<file path="src/rtl/trap_pkg.sv">
package trap_pkg;
    localparam logic [1:0] PRIV_U = 2'd0;
    localparam logic [1:0] PRIV_S = 2'd1;
    localparam logic [1:0] PRIV_M = 2'd3;

    localparam int IRQ_W = 2;
    localparam logic [IRQ_W-1:0] IRQ_SOFT  = 2'd0;
    localparam logic [IRQ_W-1:0] IRQ_TIMER = 2'd1;
    localparam logic [IRQ_W-1:0] IRQ_HOST  = 2'd2;

    localparam int LVL_W = 3;

    typedef enum logic [1:0] {
        ST_BOOT  = 2'd0,
        ST_RUN   = 2'd1,
        ST_ENTER = 2'd2,
        ST_LEAVE = 2'd3
    } fsm_e;
endpackage

</file>
<file path="src/rtl/trap_priv_stack.sv">
module trap_priv_stack
    import trap_pkg::*;
#(
    parameter int DEPTH = 3
) (
    input  logic       clk,
    input  logic       rst_n,
    input  logic       push,
    input  logic       pop,
    input  logic       ie_we,
    input  logic       ie_d,
    output logic [1:0] top_priv,
    output logic       top_ie
);
    localparam int STK_W = DEPTH * LVL_W;

    logic [STK_W-1:0] stk_q;
    logic [STK_W-1:0] stk_d;
    logic [STK_W-1:0] stk_rst;

    // slot 0 is the current level; higher slots are older levels
    for (genvar g = 0; g < DEPTH; g++) begin : g_rst
        if (g == 0) begin : g_top
            assign stk_rst[g*LVL_W +: LVL_W] = {PRIV_M, 1'b0};
        end else begin : g_low
            assign stk_rst[g*LVL_W +: LVL_W] = {PRIV_S, 1'b0};
        end
    end

    always_comb begin
        stk_d = stk_q;
        if (push) begin
            stk_d = {stk_q[STK_W-LVL_W-1:0], PRIV_M, 1'b0};
        end else if (pop) begin
            stk_d = {PRIV_U, 1'b1, stk_q[STK_W-1:LVL_W]};
        end else if (ie_we) begin
            stk_d[0] = ie_d;
        end
    end

    always_ff @(posedge clk) begin
        if (!rst_n) begin
            stk_q <= stk_rst;
        end else begin
            stk_q <= stk_d;
        end
    end

    assign top_priv = stk_q[2:1];
    assign top_ie   = stk_q[0];
endmodule

</file>
<file path="src/rtl/trap_irq_pick.sv">
module trap_irq_pick
    import trap_pkg::*;
(
    input  logic [1:0]       priv,
    input  logic             ie,
    input  logic             tmr_en,
    input  logic             m_sw_irq,
    input  logic             host_irq,
    input  logic             s_sw_irq,
    input  logic             s_tmr_irq,
    output logic             take,
    output logic [IRQ_W-1:0] num
);
    logic m_ok;
    logic s_ok;

    always_comb begin
        m_ok = (priv != PRIV_M) || ie;
        s_ok = (priv == PRIV_U) || ((priv == PRIV_S) && ie);
        take = 1'b0;
        num  = IRQ_SOFT;
        if (m_ok && m_sw_irq) begin
            take = 1'b1;
            num  = IRQ_SOFT;
        end else if (m_ok && host_irq) begin
            take = 1'b1;
            num  = IRQ_HOST;
        end else if (s_ok && s_sw_irq) begin
            take = 1'b1;
            num  = IRQ_SOFT;
        end else if (s_ok && s_tmr_irq && tmr_en) begin
            take = 1'b1;
            num  = IRQ_TIMER;
        end
    end
endmodule

</file>
<file path="src/rtl/trap_ctrl.sv">
module trap_ctrl
    import trap_pkg::*;
#(
    parameter int          XLEN      = 32,
    parameter int          CAUSE_W   = 4,
    parameter int          DEPTH     = 3,
    parameter int          VEC_SHIFT = 6,
    parameter logic [31:0] RESET_PC  = 32'h100
) (
    input  logic               clk,
    input  logic               rst_n,
    input  logic               insn_bnd,
    input  logic [XLEN-1:0]    pc_in,
    input  logic               exc_req,
    input  logic [CAUSE_W-1:0] exc_cause,
    input  logic               ret_req,
    input  logic               ien_we,
    input  logic               ien_d,
    input  logic               tmr_en,
    input  logic               m_sw_irq,
    input  logic               host_irq,
    input  logic               s_sw_irq,
    input  logic               s_tmr_irq,
    output logic               redirect,
    output logic [XLEN-1:0]    redirect_pc,
    output logic [XLEN-1:0]    cause,
    output logic [XLEN-1:0]    epc,
    output logic [1:0]         cur_priv,
    output logic               cur_ie,
    output logic               resv_kill
);
    localparam int PAD_W = XLEN - 1 - IRQ_W;

    fsm_e             state_q, state_d;
    logic             irq_take;
    logic [IRQ_W-1:0] irq_num;
    logic             do_push, do_pop;
    logic [XLEN-1:0]  pc_q, cause_q, epc_q;
    logic [XLEN-1:0]  vec;

    trap_priv_stack #(.DEPTH(DEPTH)) u_stack (
        .clk      (clk),
        .rst_n    (rst_n),
        .push     (do_push),
        .pop      (do_pop),
        .ie_we    (ien_we),
        .ie_d     (ien_d),
        .top_priv (cur_priv),
        .top_ie   (cur_ie)
    );

    trap_irq_pick u_pick (
        .priv      (cur_priv),
        .ie        (cur_ie),
        .tmr_en    (tmr_en),
        .m_sw_irq  (m_sw_irq),
        .host_irq  (host_irq),
        .s_sw_irq  (s_sw_irq),
        .s_tmr_irq (s_tmr_irq),
        .take      (irq_take),
        .num       (irq_num)
    );

    assign vec = XLEN'(cur_priv) << VEC_SHIFT;

    // next state and stack actions
    always_comb begin
        do_push = 1'b0;
        do_pop  = 1'b0;
        state_d = state_q;
        unique case (state_q)
            ST_BOOT:  state_d = ST_RUN;
            ST_RUN: begin
                if (insn_bnd && (irq_take || exc_req)) begin
                    do_push = 1'b1;
                    state_d = ST_ENTER;
                end else if (insn_bnd && ret_req) begin
                    do_pop  = 1'b1;
                    state_d = ST_LEAVE;
                end
            end
            ST_ENTER: state_d = ST_RUN;
            ST_LEAVE: state_d = ST_RUN;
            default:  state_d = ST_RUN;
        endcase
    end

    always_ff @(posedge clk) begin
        if (!rst_n) begin
            state_q <= ST_BOOT;
        end else begin
            state_q <= state_d;
        end
    end

    // trap registers
    always_ff @(posedge clk) begin
        if (!rst_n) begin
            pc_q    <= XLEN'(RESET_PC);
            cause_q <= '0;
            epc_q   <= '0;
        end else if (do_push) begin
            pc_q  <= vec;
            epc_q <= pc_in;
            if (irq_take) begin
                cause_q <= {1'b1, {PAD_W{1'b0}}, irq_num};
            end else begin
                cause_q <= XLEN'(exc_cause);
            end
        end else if (do_pop) begin
            pc_q <= epc_q;
        end
    end

    // outputs decoded from state
    always_comb begin
        redirect  = 1'b0;
        resv_kill = 1'b0;
        unique case (state_q)
            ST_BOOT:  redirect = 1'b1;
            ST_RUN:   redirect = 1'b0;
            ST_ENTER: begin
                redirect  = 1'b1;
                resv_kill = 1'b1;
            end
            ST_LEAVE: redirect = 1'b1;
            default:  redirect = 1'b0;
        endcase
    end

    assign redirect_pc = pc_q;
    assign cause       = cause_q;
    assign epc         = epc_q;
endmodule

</file>
<file path="config.mk">
export PLATFORM = sky130hd
export DESIGN_NAME = trap_ctrl
export DESIGN_NICKNAME = d
export VERILOG_FILES = /design/src/rtl/trap_pkg.sv /design/src/rtl/trap_priv_stack.sv /design/src/rtl/trap_irq_pick.sv /design/src/rtl/trap_ctrl.sv
export SDC_FILE = /design/constraint.sdc
export NUM_CORES = 1
export LEC_CHECK = 0
export BUFFER_PORTS_ARGS = -buffer_cell sky130_fd_sc_hd__buf_2
export CORE_MARGIN = 3
export CORE_UTILIZATION = 45
export CTS_BUF_LIST = sky130_fd_sc_hd__clkbuf_2 sky130_fd_sc_hd__clkbuf_4 sky130_fd_sc_hd__clkbuf_8
export DETAILED_ROUTE_END_ITERATION = 12
export PLACE_DENSITY_LB_ADDON = 0.2
export SLEW_MARGIN = 10
export SYNTH_ARGS = -nofsm -noshare
export SYNTH_HDL_FRONTEND = slang
export SYNTH_SLANG_ARGS = --single-unit
</file>
<file path="constraint.sdc">
create_clock -name clk -period 2.21 [get_ports clk]
set_input_delay 0 -clock clk [delete_from_list [all_inputs] [get_ports clk]]
set_output_delay 0 -clock clk [all_outputs]
set_load 0.01 [all_outputs]
</file>
==> results.yml, run 1 <==
floorplan:
  io_pins: 149
  start_util: 0.476
  die_h_um: 97.6
  fp.dieW_um: 97.6
  core_mm2: 0.00793
  num_rows: 32
  die-area_mm2: 0.00952
logic_synthesis:
  yosysTopAreaCellShare: 0.425
  synth_enable_flop_cells: 0
  yosysTopAreaCell: "dfxtp_1"
  async_reset_ff_frac: 0
  ys_warn_count: 0
  ys_seq_area_frac: 0.425
  ys_top_cells_by_area: "dfxtp_1 42%, mux2i_1 8.8%, nand2_1 7.0%, buf_4 6.6%, o31ai_1 6.4%"
  ys_dominant_reg_cell: "dfxtp_1"
  syn_inst: 418
  syn_avg_cell_area_um2: 9.02
  yosysUniqueCellTypes: 47
  syn-cell-area_mm2: 0.00377
  synth-seq-cells: 80
timing:
  max_slew_margin: 0.501
  fmax_ghz: 0.550
  whs_ps: 63.7
  finalCriticalPeriod_ps: 1820
  worst-slew-pin-transition_ps: 749
  finalCritPeriodShare: 0.822
  hold_viol_final: 0
  setup_viol: 0
  skew_ps: 8.77
  fin_tns_setup_ps: 0
  maxSlewViolCount: 0
  final.setup.worst_slack_ps: 393
  rsz0062_at_grt: "false"
placed_design:
  place_area_mm2: 0.00441
  dp_hpwl_mm: 6.92
  portBuffers: 121
  routabilityCongestion: 0.904
  preCtsSetupSlack_ps: 400
  dp.cells: 611
finish:
  drive_above_1_share: 0.290
  final_cell_count_no_fill: 661
  layout_common_cells: "121 x buf_2, 80 x dfxtp_1, 70 x nand2_1"
  final_nets: 603
  layout_commonest_cell: "buf_2"
  final_cell_area_mm2: 0.00497
  diodes: 0
  syn2layout_area_growth_pct: 31.8
  multi_input_area_mm2: 0.00186
  num-fill-cells: 681
  regArea_mm2: 0.00160
  fin_util: 0.627
setup_path:
  ff2ff_path_depth: 5
  cp_max_fo: 33
  r2r-end: "epc[12]"
  crit_end: "epc[12]"
  critPathLaunch: "u_stack.stk_q[0]"
  start_kind: "flip-flop"
  end_kind: "flip-flop"
  crit_type: "reg -> reg"
  arrival_ps: 2090
  required_ps: 2480
  rrSetupSlack_ps: 390
  r2r-start: "u_stack.stk_q[0]"
clock_network:
  cts.clk_slew.worst_paths_ps: 80
  root_buffer: "clkbuf_8"
  cts_max_level: 3
  ctsLongestPathBuffers: 2
  cts_sinks: 80
  tritoncts: "built"
  cts-buffers-inserted: 9
  cts_setup_buffers: 0
  post_cts_resized: 0
  insertion_delay_ps: 350
pwr:
  leakagePower_nw: 2.10
  power_density_mw_per_mm2: 635
  finalPower_mw: 3.16
  peakVddDrop_v: 0.000351
drt:
  drc_errors: 0
  wl_per_cell_um: 16.1
  vias: 3557
  vias_per_cell: 5.38
  firstDrtPassIters: 4
  drtIter0Drc: 215
  antenna_left: 0
  routed_wl_mm: 10.7
run_status:
  status: "finished, final reports clean"
grt:
  grt_pass1_vias: 3439
  grt_overflow: 0
  grt.total_usage: 0.218
  antenna_found_initial: 0
  grt_start_max_net_pins: 79
  grt_pass1_wl_mm: 17.4
worst_hold_path:
  hold_path_class: "in -> reg"
job:
  drv_cap: 0
[critical path: stages (launching register included)]
cell     delay (ps)
dfxtp_1         430
nor2b_4          90
or3_1           440
a31oi_4         310
buf_12          250
mux2i_1         220
[worst min path at each step]
stage | slack, ps | cells after the start | to | from
2_1_floorplan | 120 | 1 | state_q[1] | ret_req
3_3_place_gp | 220 | 2 | cause[3] | exc_cause[3]
3_5_place_dp | 220 | 2 | cause[3] | exc_cause[3]
4_1_cts | 50 | 3 | u_stack.stk_q[0] | ien_d
5_1_grt | 70 | 3 | u_stack.stk_q[0] | ien_d
6_report | 60 | 3 | u_stack.stk_q[0] | ien_d
[metal layers]
metal  up-vias  GRT usage  wire length (µm)
met5         -          0                 0
met1      1630      0.284              4610
met4         0     0.0501                56
met2       151      0.351              5170
li1       1770          -                 -
met3         6     0.0739               846
[final cells by class]
cell class | count | area share
clock buffers | 10 | 0.0264
clock inverters | 5 | 0.0164
inverters | 7 | 0.00529
multi-input cells | 284 | 0.374
flip-flops and latches | 80 | 0.322
well taps | 102 | 0.0257
repair buffers | 173 | 0.231
[cells in the mapped netlist (2+ instances only)]
library cell and n:
nor2_1 6, o31ai_1 32, inv_1 6, buf_4 33
o221ai_1 2, clkbuf_1 26, nand3b_1 3, a21oi_1 3
nand2_1 70, dfxtp_1 80, nand2b_1 2, o32a_1 2
nand4_1 32, o21ai_0 4, nand3_1 3, o211ai_1 3
nor4_1 4, buf_2 13, a32o_1 2, a211oi_1 31
mux2i_1 33, o2111ai_1 2, o311ai_0 2
[kinds of logic (layout without fill, tap and decap cells)]
group / count (synthesis) / count (layout) / synth area share
AO/OA/AOI/OAI: 95 / 95 / 0.198
buffers and inverters: 80 / 195 / 0.120
flip-flops: 80 / 80 / 0.425
multiplexers: 33 / 33 / 0.0876
other: 1 / 27 / 0.000994
AND/OR/NAND/NOR: 129 / 129 / 0.169
[flip-flops by register name, summed over array words and instances, names as in the netlist]
name           count
state_q            2
u_stack.stk_q      9
epc               32
redirect_pc       32
cause              5
[power breakdown]
group | total, mW | leakage [nW] | switching (mW) | internal (mW)
Sequential | 1.52 | 0.649 | 0.0337 | 1.49
Clock | 1.17 | 0.106 | 0.529 | 0.645
Combinational | 0.461 | 1.35 | 0.270 | 0.191
[what timing repair did]
| action | in CTS | in global routing |
|---|---|---|
| endpoints found under the setup margin | 0 | 0 |
| hold buffers | 35 | 0 |
| endpoints found under the hold margin | 35 | 0 |
Note: power is estimated with default switching activity, not from simulation.
==> inputs of run 2 (changes only) <==
==> constraint.sdc (replaced) <==
create_clock -name clk -period 1.77 [get_ports clk]
set_input_delay 0 -clock clk [delete_from_list [all_inputs] [get_ports clk]]
set_output_delay 0 -clock clk [all_outputs]
set_load 0.01 [all_outputs]
==> run 2 against run 1 <==
Net effect:
- combinational power increased by 34%
- via count increased by 3.7%
- clock skew decreased by 2.5 ps
- largest cell class unchanged
- largest power group unchanged
==> results.yml, run 2 (synthesized netlist as in run 1, its figures left out) <==
run_status:
  status: "finished, final reports clean"
finish:
  syn2layout_area_growth_pct: 34.4
  diodes: 0
  drive_above_1_share: 0.311
  layout_common_cells: "121 x buf_2, 79 x dfxtp_1, 70 x nand2_1"
  final_cell_count_no_fill: 674
  final_cell_area_mm2: 0.00507
  layout_commonest_cell: "buf_2"
  final_nets: 615
  multi_input_area_mm2: 0.00186
  num-fill-cells: 669
  regArea_mm2: 0.00160
timing:
  fmax_ghz: 0.582
  fin_tns_setup_ps: 0
  final.setup.worst_slack_ps: 52.1
  maxSlewViolCount: 0
  hold_viol_final: 0
  finalCritPeriodShare: 0.971
  finalCriticalPeriod_ps: 1720
  rsz0062_at_grt: "true"
  setup_viol: 0
  skew_ps: 6.32
drt:
  vias_per_cell: 5.47
  drc_errors: 0
  vias: 3689
  antenna_left: 0
  routed_wl_mm: 11.1
  firstDrtPassIters: 4
  drtIter0Drc: 246
  wl_per_cell_um: 16.5
floorplan:
  io_pins: 149
  num_rows: 32
  die-area_mm2: 0.00952
  start_util: 0.476
  core_mm2: 0.00793
  die_h_um: 97.6
  fp.dieW_um: 97.6
pwr:
  clkPwrFrac: 0.332
  leakagePower_nw: 2.16
  power_density_mw_per_mm2: 744
  p_sw_frac: 0.290
  seq_power_share: 0.504
  comb_power_share: 0.164
  peakVddDrop_v: 0.000383
  internal_power_mw: 2.68
  finalPower_mw: 3.77
  switching_power_mw: 1.09
setup_path:
  end_kind: "flip-flop"
  rrSetupSlack_ps: 50
  r2r-end: "epc[20]"
  ff2ff_path_depth: 6
  cp_max_fo: 26
  r2r-start: "u_stack.stk_q[0]"
  start_kind: "flip-flop"
  required_ps: 2040
  arrival_ps: 1990
  crit_type: "reg -> reg"
grt:
  top_usage_layer: "met2"
  grt.total_usage: 0.222
  grt_overflow: 0
  use_met1: 0.292
  grt_pass1_wl_mm: 17.6
  grt_start_max_net_pins: 79
  grtUsageMet2: 0.366
  met3_usage: 0.0510
  antenna_found_initial: 0
  grt_pass1_vias: 3505
clock_network:
  cts.clk_slew.worst_paths_ps: 80
  cts_max_level: 3
  insertion_delay_ps: 340
  root_buffer: "clkbuf_8"
  cts-buffers-inserted: 9
  tritoncts: "built"
  ctsLongestPathBuffers: 2
  cts_sinks: 80
placed_design:
  portBuffers: 121
  place_area_mm2: 0.00448
  dp.cells: 621
  preCtsSetupSlack_ps: 43.3
  routabilityCongestion: 0.846
  dp_hpwl_mm: 7.29
worst_hold_path:
  worstHoldStart: "ien_d"
  hold_depth: 3
  hold_path_class: "in -> reg"
  holdPathEnd: "u_stack.stk_q[0]"
job:
  drv_cap: 0
## run 2: layout make-up
class                   instances  area share
multi-input cells             284       0.367
clock inverters                 6     0.00864
inverters                       7     0.00518
repair buffers                185       0.250
flip-flops and latches         80       0.316
well taps                     102      0.0252
clock buffers                  10      0.0271
## run 2: worst max path at each step
stage | depth (start not counted) | slack (ps) | start | to
finish | 6 | 50 | u_stack.stk_q[0] | epc[20]
global route | 7 | 2 | u_stack.stk_q[2] | redirect_pc[0]
CTS | 5 | 30 | u_stack.stk_q[1] | epc[6]
detailed placement | 5 | 40 | u_stack.stk_q[1] | epc[6]
global placement | 5 | 90 | u_stack.stk_q[1] | cause[0]
floorplan | 6 | 100 | u_stack.stk_q[0] | epc[11]
## run 2: per-layer routing
layer  vias up  routed length, µm
met2       125               5330
li1       1791                  -
met4         0                 70
met5         -                  0
met3         8                807
met1      1765               4930
## run 2: power groups by stage
stage          logic, mW  clock network, mW  registers (mW)
2_1_floorplan      0.337                  0            1.95
3_3_place_gp       0.532                  0            1.94
3_5_place_dp       0.539                  0            1.94
4_1_cts            0.599               1.26            1.90
5_1_grt            0.668               1.34            1.91
6_report           0.619               1.25            1.90
## run 2: metrics by stage
| step | hold slack [ps] | utilization |
|---|---|---|
| floorplan | 124 | - |
| global placement | 216 | 0.565 |
| detailed placement | 224 | 0.565 |
| global route | 106 | 0.640 |
| finish | 53.2 | 0.640 |
| CTS | 64.4 | 0.633 |
## run 2: critical path: stages (launching register included)
cell and delay, ps:
dfxtp_2 360, buf_4 140, nand3b_1 180, o21ai_4 120, a31oi_4 340, buf_12 240
mux2i_1 240
## run 2: what timing repair did
action,CTS,global route
endpoints found under the hold margin,35,0
setup buffers,0,1
hold buffers,35,0
gates resized for setup,0,4
endpoints found under the setup margin,0,16
